`config.mk`:
```
export PLATFORM = sky130hd
export DESIGN_NAME = dp_ea_gen
export DESIGN_NICKNAME = d
export VERILOG_FILES = /design/src/rtl/dp_ea_pkg.sv /design/src/rtl/dp_base_reg.sv /design/src/rtl/dp_ea_form.sv /design/src/rtl/dp_ea_seq.sv /design/src/rtl/dp_ea_gen.sv
export SDC_FILE = /design/constraint.sdc
export NUM_CORES = 1
export LEC_CHECK = 0
export BUFFER_PORTS_ARGS = -buffer_cell sky130_fd_sc_hd__buf_2
export CAP_MARGIN = 20
export CELL_PAD_IN_SITES_DETAIL_PLACEMENT = 1
export CELL_PAD_IN_SITES_GLOBAL_PLACEMENT = 1
export CORE_UTILIZATION = 47
export DETAILED_ROUTE_END_ITERATION = 8
export PLACE_DENSITY = 0.84
export REMOVE_ABC_BUFFERS = 1
export SLEW_MARGIN = 20
export SYNTH_ARGS = -nofsm -noshare
export SYNTH_HDL_FRONTEND = slang
export SYNTH_SLANG_ARGS = --single-unit
```
`constraint.sdc`:
```
create_clock -name clk -period 3.62 [get_ports clk]
set_clock_uncertainty 0.1 [all_clocks]
set_input_delay 0.724 -clock clk [delete_from_list [all_inputs] [get_ports clk]]
set_output_delay 0.724 -clock clk [all_outputs]
set_load 0.01 [all_outputs]
```
`src/rtl/dp_ea_pkg.sv`:
```
package dp_ea_pkg;

    typedef enum logic [1:0] {
        ST_IDLE = 2'd0,
        ST_OPLO = 2'd1,
        ST_OPHI = 2'd2,
        ST_READ = 2'd3
    } seq_state_e;

endpackage

```
`src/rtl/dp_base_reg.sv`:
```
module dp_base_reg #(
    parameter int AW = 16
) (
    input  logic          clk,
    input  logic          rst_n,
    input  logic          we_i,
    input  logic [AW-1:0] wdata_i,
    input  logic          capture_i,
    output logic [AW-1:0] base_act_o
);

    typedef struct packed {
        logic [AW-1:0] shadow;
        logic [AW-1:0] act;
    } base_st_t;

    base_st_t st_d, st_q;

    always_comb begin
        st_d = st_q;
        if (capture_i) st_d.act = st_q.shadow;
        if (we_i)      st_d.shadow = wdata_i;
    end

    always_ff @(posedge clk or negedge rst_n) begin
        if (!rst_n) st_q <= '0;
        else        st_q <= st_d;
    end

    assign base_act_o = st_q.act;

    // the base in use moves only when an instruction begins
    assert_act_hold_R6: assert property (@(posedge clk) disable iff (!rst_n)
        !capture_i |=> $stable(base_act_o));

    // a write in the start cycle is not what the instruction sees
    assert_capture_old_R6: assert property (@(posedge clk) disable iff (!rst_n)
        (capture_i && we_i && (wdata_i != st_q.shadow)) |=> (base_act_o != $past(wdata_i)));

endmodule

```
`src/rtl/dp_ea_form.sv`:
```
module dp_ea_form #(
    parameter int AW = 16,
    parameter int DW = 8
) (
    input  logic          clk,
    input  logic          rst_n,
    input  logic          ld_lo_i,
    input  logic          ld_hi_i,
    input  logic          ld_dir_i,
    input  logic [DW-1:0] byte_i,
    input  logic [AW-1:0] base_i,
    output logic [AW-1:0] ea_o
);

    localparam int WIN = 1 << DW;
    localparam int HW  = AW - DW;

    typedef struct packed {
        logic [DW-1:0] lo;
        logic [AW-1:0] ea;
    } ea_st_t;

    ea_st_t st_d, st_q;

    always_comb begin
        st_d = st_q;
        if (ld_lo_i)  st_d.lo = byte_i;
        if (ld_dir_i) st_d.ea = base_i + AW'(byte_i);
        if (ld_hi_i)  st_d.ea = {byte_i[HW-1:0], st_q.lo};
    end

    always_ff @(posedge clk or negedge rst_n) begin
        if (!rst_n) st_q <= '0;
        else        st_q <= st_d;
    end

    assign ea_o = st_q.ea;

    // a direct address lies within the 256-byte window above the base
    assert_dir_window_R2: assert property (@(posedge clk) disable iff (!rst_n)
        ld_dir_i |=> (int'(AW'(ea_o - $past(base_i))) < WIN));

    // the high byte of an absolute address comes from the later fetch
    assert_abs_high_R3: assert property (@(posedge clk) disable iff (!rst_n)
        ld_hi_i |=> (ea_o[AW-1:DW] == $past(byte_i[HW-1:0])));

endmodule

```
`src/rtl/dp_ea_seq.sv`:
```
module dp_ea_seq
    import dp_ea_pkg::*;
#(
    parameter int DW = 8,
    parameter int CW = 3
) (
    input  logic          clk,
    input  logic          rst_n,
    input  logic          start_i,
    input  logic          mode_abs_i,
    input  logic [DW-1:0] rd_data_i,
    output logic          capture_o,
    output logic          ld_lo_o,
    output logic          ld_hi_o,
    output logic          ld_dir_o,
    output logic          rd_req_o,
    output logic          busy_o,
    output logic [DW-1:0] acc_o,
    output logic          done_o,
    output logic [CW-1:0] cycles_o
);

    typedef struct packed {
        seq_state_e    state;
        logic          abs_mode;
        logic [CW-1:0] cnt;
        logic [DW-1:0] acc;
        logic          done;
        logic [CW-1:0] cycles;
    } seq_st_t;

    seq_st_t st_d, st_q;

    always_comb begin
        st_d      = st_q;
        st_d.done = 1'b0;
        capture_o = 1'b0;
        ld_lo_o   = 1'b0;
        ld_hi_o   = 1'b0;
        ld_dir_o  = 1'b0;
        case (st_q.state)
            ST_IDLE: begin
                if (start_i) begin
                    st_d.state    = ST_OPLO;
                    st_d.abs_mode = mode_abs_i;
                    st_d.cnt      = CW'(1);
                    capture_o     = 1'b1;
                end
            end
            ST_OPLO: begin
                ld_lo_o    = st_q.abs_mode;
                ld_dir_o   = !st_q.abs_mode;
                st_d.cnt   = st_q.cnt + CW'(1);
                st_d.state = st_q.abs_mode ? ST_OPHI : ST_READ;
            end
            ST_OPHI: begin
                ld_hi_o    = 1'b1;
                st_d.cnt   = st_q.cnt + CW'(1);
                st_d.state = ST_READ;
            end
            ST_READ: begin
                st_d.acc    = rd_data_i;
                st_d.done   = 1'b1;
                st_d.cycles = st_q.cnt + CW'(1);
                st_d.state  = ST_IDLE;
            end
            default: st_d.state = ST_IDLE;
        endcase
    end

    always_ff @(posedge clk or negedge rst_n) begin
        if (!rst_n) begin
            st_q       <= '0;
            st_q.state <= ST_IDLE;
        end else begin
            st_q <= st_d;
        end
    end

    assign rd_req_o = (st_q.state == ST_READ);
    assign busy_o   = (st_q.state != ST_IDLE);
    assign acc_o    = st_q.acc;
    assign done_o   = st_q.done;
    assign cycles_o = st_q.cycles;

    // a read is followed by done and the sampled byte in the accumulator
    assert_load_after_read_R4: assert property (@(posedge clk) disable iff (!rst_n)
        rd_req_o |=> (done_o && acc_o == $past(rd_data_i)));

    // done never lasts two cycles
    assert_done_single_R4: assert property (@(posedge clk) disable iff (!rst_n)
        done_o |=> !done_o);

    // the direct form reads right after its single operand byte
    assert_dir_read_R2: assert property (@(posedge clk) disable iff (!rst_n)
        (st_q.state == ST_OPLO && !st_q.abs_mode) |=> rd_req_o);

    // reported count matches the mode of the finished load
    assert_cycle_count_R5: assert property (@(posedge clk) disable iff (!rst_n)
        done_o |-> (cycles_o == (st_q.abs_mode ? CW'(4) : CW'(3))));

    // a start while busy does not alter the mode in flight
    assert_busy_start_ignored_R9: assert property (@(posedge clk) disable iff (!rst_n)
        (busy_o && start_i) |=> $stable(st_q.abs_mode));

endmodule

```
`src/rtl/dp_ea_gen.sv`:
```
module dp_ea_gen #(
    parameter int AW = 16,
    parameter int DW = 8,
    parameter int CW = 3
) (
    input  logic          clk,
    input  logic          rst_n,
    input  logic          start_i,
    input  logic          mode_abs_i,
    input  logic [DW-1:0] instr_byte_i,
    input  logic          base_we_i,
    input  logic [AW-1:0] base_wdata_i,
    input  logic [DW-1:0] rd_data_i,
    output logic          rd_req_o,
    output logic [AW-1:0] rd_addr_o,
    output logic [DW-1:0] acc_o,
    output logic          done_o,
    output logic          busy_o,
    output logic [CW-1:0] cycles_o
);

    logic          capture;
    logic          ld_lo;
    logic          ld_hi;
    logic          ld_dir;
    logic [AW-1:0] base_act;

    dp_base_reg #(.AW(AW)) u_base (
        .clk        (clk),
        .rst_n      (rst_n),
        .we_i       (base_we_i),
        .wdata_i    (base_wdata_i),
        .capture_i  (capture),
        .base_act_o (base_act)
    );

    dp_ea_form #(.AW(AW), .DW(DW)) u_form (
        .clk      (clk),
        .rst_n    (rst_n),
        .ld_lo_i  (ld_lo),
        .ld_hi_i  (ld_hi),
        .ld_dir_i (ld_dir),
        .byte_i   (instr_byte_i),
        .base_i   (base_act),
        .ea_o     (rd_addr_o)
    );

    dp_ea_seq #(.DW(DW), .CW(CW)) u_seq (
        .clk        (clk),
        .rst_n      (rst_n),
        .start_i    (start_i),
        .mode_abs_i (mode_abs_i),
        .rd_data_i  (rd_data_i),
        .capture_o  (capture),
        .ld_lo_o    (ld_lo),
        .ld_hi_o    (ld_hi),
        .ld_dir_o   (ld_dir),
        .rd_req_o   (rd_req_o),
        .busy_o     (busy_o),
        .acc_o      (acc_o),
        .done_o     (done_o),
        .cycles_o   (cycles_o)
    );

    // nothing is requested straight out of reset
    assert_reset_quiet_R1: assert property (@(posedge clk)
        !rst_n |=> (!rd_req_o && !done_o && !busy_o));

endmodule

```
# [Word level (Yosys, flattened, before mapping)]
# Cells that the tools add are included.
[totals] elab_cells=36 input_bits=37 output_inout_bits=30 ff_bits=74
[op_classes] n_eq_ne=4 n_addsub=2 mux=12 n_reduce_logical=8
[op_table] operator="2-to-1 mux 16 bit" count=2
[op_table] operator="adder 16 x 8 -> 16 bit" count=1
[op_table] operator="case mux 2 bit (4 select lines)" count=1
[op_table] operator="2-to-1 mux 1 bit" count=6
[op_table] operator="2-to-1 mux 6 bit" count=1
[op_table] operator="case mux 3 bit (2 select lines)" count=1
[op_table] operator="nonzero test 2 bit" count=3
[op_table] operator="equality test 2 bit (second input constant)" count=2
[op_table] operator="2-to-1 mux 4 bit" count=1
[op_table] operator="AND reduction 2 bit" count=2
[op_table] operator="adder 3 x 1 -> 3 bit (second input constant)" count=1
[op_table] operator="equality test 2 x 1 -> 1 bit (second input constant)" count=1
[op_table] operator="zero test 2 bit" count=1
[op_table] operator="inequality test 2 bit (second input constant)" count=1
[op_table] operator="OR reduction 2 bit" count=1
[op_table] operator="zero test 1 bit" count=1

# [Logic depth before layout (Yosys ltp)]
[logic_depth] ltp_word=4 depth_mapped=9 depth_no_buf=7

# [Cells and area by module]
# From an unflattened synthesis, not the netlist that was laid out.
[unflattened] cells_unflattened=318 area_unflattened_um2=3918.8
[modules_own_cells] module="dp_ea_form" n_inst=1 cells_each=164 area_each_um2=1607.8 seq_area_each_um2=600.6
[modules_own_cells] module="dp_base_reg" n_inst=1 cells_each=84 area_each_um2=1418.9 seq_area_each_um2=800.8
[modules_own_cells] module="dp_ea_seq" n_inst=1 cells_each=70 area_each_um2=892.1 seq_area_each_um2=450.4

# [Least setup slack after synthesis]
# No wires, ideal clock.
[synth_path] kind="input port to flip-flop" start="input port instr_byte_i[0]" end="register u_form.st_q (netlist bit u_form.ea_o[8])" required_ps=3451 n_path_buf=0 setup_ps=69 setup_slack_ps=919 arrival_ps=2532 stages=7 cell_sequence="ha_1 fa_1 a21o_1 a221oi_2 a21oi_2 or4b_1 nand3_1"
[synth_via] elab_chain_len=3
[synth_lines] item="from (decl)" line="dp_ea_gen.sv:10" rtl="input logic [DW-1:0] instr_byte_i,"
[synth_lines] item="adder 16 x 8 -> 16 bit" line="dp_ea_form.sv:28" rtl="if (ld_dir_i) st_d.ea = base_i + AW'(byte_i);"
[synth_lines] item="2-to-1 mux 16 bit" line="dp_ea_form.sv:28"
[synth_lines] item="2-to-1 mux 16 bit *" line="dp_ea_form.sv:29" rtl="if (ld_hi_i) st_d.ea = {byte_i[HW-1:0], st_q.lo};"
[synth_lines] item="to (signal assigned)" line="dp_ea_form.sv:34" rtl="else st_q <= st_d;"
[synth_lines] item="to (decl)" line="dp_ea_form.sv:23" rtl="ea_st_t st_d, st_q;"
# Every way passes the cells marked *; elsewhere a longest branch is shown, timed or not. The select of a mux whose other input is x is not followed.
# A chain may end at the register's enable or synchronous reset.

# [Worst setup path in the final report]
# Ends and elaborated chain as after synthesis.

==> impl_results.md <==
- Status: finished, final reports clean
- Post-Synth Adder-Cell Area: 0.0494
- Asr flop ratio synth: 1.00
- # rows: 31
- Antenna-violating nets left: 0
- Clk slew on worst S/H paths: 0.08 ns
- CP Capture Type: register
- Max incr delay on CP: ~0.53 ns
- Syn-to-layout area delta: 11.4%
- Largest net degree at the start of global routing: 46
- DR vias: roughly 2.5k
- EDFF count, synth: 0
- Synthesized area: between 3000 and 4000 sq um
- Synth warnings: 0
- Ratio of cells with drive above 1 in the final layout: 0.386
- Area contributors post-synth: dfrtp_1 (50%), mux2_2 (16%), buf_4 (5.5%), ha_1 (4.4%), nand2_1 (2.5%)
- Unrepaired setup endpoints after global routing: false
- Dpl cell area: 3940 sq um
- Critical-path cell list: buf_2 -> ha_1 -> fa_1 -> a21o_1 -> a221oi_2 -> a21oi_2 -> or4b_1 -> nand3_1
- Critical path arrival: 2.85 ns
- Post-synth cell types: 38
- # diodes: 0
- Simple-Gate Fraction of Synth Area: 0.0771
- Pre-CTS WS: 0.625 ns
- Post_cts resized: 0
- Largest family of logic cells by synthesized area: multiplexers
- Register area share after synthesis: 0.501
- Slew Viols, Final: 0
- Port-buffer cells: 66
- Class of the worst hold path: reg2reg
- Seq cells post-synth: 74
- Worst EP required: approximately 3.8 ns
- Initial Utilization: 0.497
- VDD IR-drop max: around 340 uV
- Ports: 67
- Setup CP Type: in2reg
- Die height: 90.7 um
- Synth area leader: dfrtp_1
- Fin nets: 409
- CTS Buffer Depth: 2
- First-pass GRT wire length: 13.3 mm
- Post-layout min period: 2.66 ns
- Core area: 7450 sq um
- Post-CTS setup buffers: 0
- CTS tree: yes
- Htree depth: 3
- Final hold slack: between 0.3 and 0.4 ns
- XOR/XNOR Fraction of Synth Area: 0.0284
- Wire per inst: 17.1 um
- Cell area power density: 905 nW/um^2
- Synth Area in Compound Gates: 0.0866
- Final hold violations: 0
- Die area: between 8000 and 9000 sq um
- Post-Route WL: ~7.9 mm
- Setup TNS: 0 ns
- Synth Flop Type: dfrtp_1
- CP max stage cell: or4b_1
- Final Cell Area: between 4000 and 5000 sq um
- Total CTS buffers: 9
- Most common cell in the synthesized netlist: dfrtp_1
- DRC: 0
- Hold_buf cts: 0
- MaxCap Viol Count: 0
- Leakage: 1.90 nW
- Clock Latency Late Sink: approximately 0.35 ns
- Synth Instances: 316
- Worst-Margin Slew: 0.966 ns
- HPWL after detailed placement: 5.84 mm
- Synth top area share: 0.501
- Pre-Repair DR Iteration Count: 4
- Slew HR: 0.356
- DIE WIDTH: 90.7 um
- Clock Root Buffer: clkbuf_8
- Startpoint types: input port
- GRT Total Usage: 0.210
- Mux cell area share after synthesis: 0.183
- Total grt overflow: 0
- Placer Congestion: ~0.84
- Final setup margin: 0.955 ns
- Syn_area_per_cell: 11.7 sq um
- FMAX: 375 MHz
- Commonest cells post-synth: dfrtp_1 (74), mux2_2 (52), buf_4 (27)
- DRT iter0 DRCs: 60
- Via/cell ratio: 5.39
- Initial antenna violation count: 0
- Fin crit share: 0.736
- Post-layout util: 0.553
- Setup violators final: 0
- CP max FO: 5
- Clk sink count: 74
- Vias in the first global route: 2676
path summary, 6_finish.rpt:
check	from	to	slack, ns	depth (start not counted)
worst max-delay path	instr_byte_i[0]	u_form.ea_o[8]	0.96	8
worst min-delay path	u_form.st_q[17]	u_form.ea_o[1]	0.39	2
worst max register to register	u_base.base_act_o[0]	u_form.ea_o[8]	1.06	7
worst min register to register	u_form.st_q[17]	u_form.ea_o[1]	0.39	2
max in group asynchronous	rst_n	u_base.st_q[17]	2.18	2
min in group asynchronous	rst_n	u_base.st_q[16]	0.43	1
power breakdown:
part	internal, W	switching [W]
sequential	0.00119	0.000244
combinational	0.000788	0.000890
clock	0.000314	0.000305
registers in the layout (all words and copies together) (netlist names):
signal / count
u_seq.acc_o: 8
u_seq.cycles_o: 3
u_base.base_act_o: 16
u_form.st_q: 8
u_base.st_q: 16
u_form.ea_o: 16
u_seq.st_q: 6
u_seq.done_o: 1
metal layers:
| metal | GRT usage | vias to the layer above | share of wire |
|---|---|---|---|
| met4 | 0.0753 | 0 | 0.014 |
| met5 | 0 | - | 0 |
| met1 | 0.266 | 1269 | 0.45 |
| li1 | - | 1170 | - |
| met3 | 0.0463 | 9 | 0.032 |
| met2 | 0.352 | 43 | 0.51 |
cell families after synthesis:
logic type,Yosys count
adders and majority gates,14
DFF,74
and+or+nand+nor,59
buffers and inverters,47
AOI/OAI and AO/OA,49
xor gates and xnor gates,12
muxes,61
critical path: cells and delay by family:
kind,cells,cell delay (ns)
adder cells (fa/ha/maj),2,0.63
AND/OR/NAND/NOR,2,0.62
buffers and inverters,1,0.11
AO/OA/AOI/OAI,3,0.77
placed cells by master (no fill, tap or decap), types with 9 or more instances in the layout:
master | Yosys | layout
dfrtp_1 | 74 | 74
buf_2 | 0 | 66
mux2_2 | 52 | 52
nand2_1 | 25 | 25
a21oi_1 | 14 | 14
o21ai_0 | 13 | 13
ha_1 | 13 | 13
nor2_1 | 9 | 9
mux2i_1 | 9 | 9
clkbuf_8 | 0 | 9
stage by stage:
stage,instances,total power (W)
after global routing,462,0.00400
after floorplan,277,0.00256
final,462,0.00373
after detailed placement,446,0.00312
after global placement,446,0.00302
after CTS,462,0.00376
layout make-up:
type                            instances  area, sq um
Fill cell                             831         3330
Clock buffer                           10          128
Clock inverter                          6         57.6
Timing Repair Buffer                   70          360
Sequential cell                        74         1850
Multi-Input combinational cell        195         1570
Inverter                                8         30.0
Tap cell                               99          124
(Power assumes the default switching activity.)
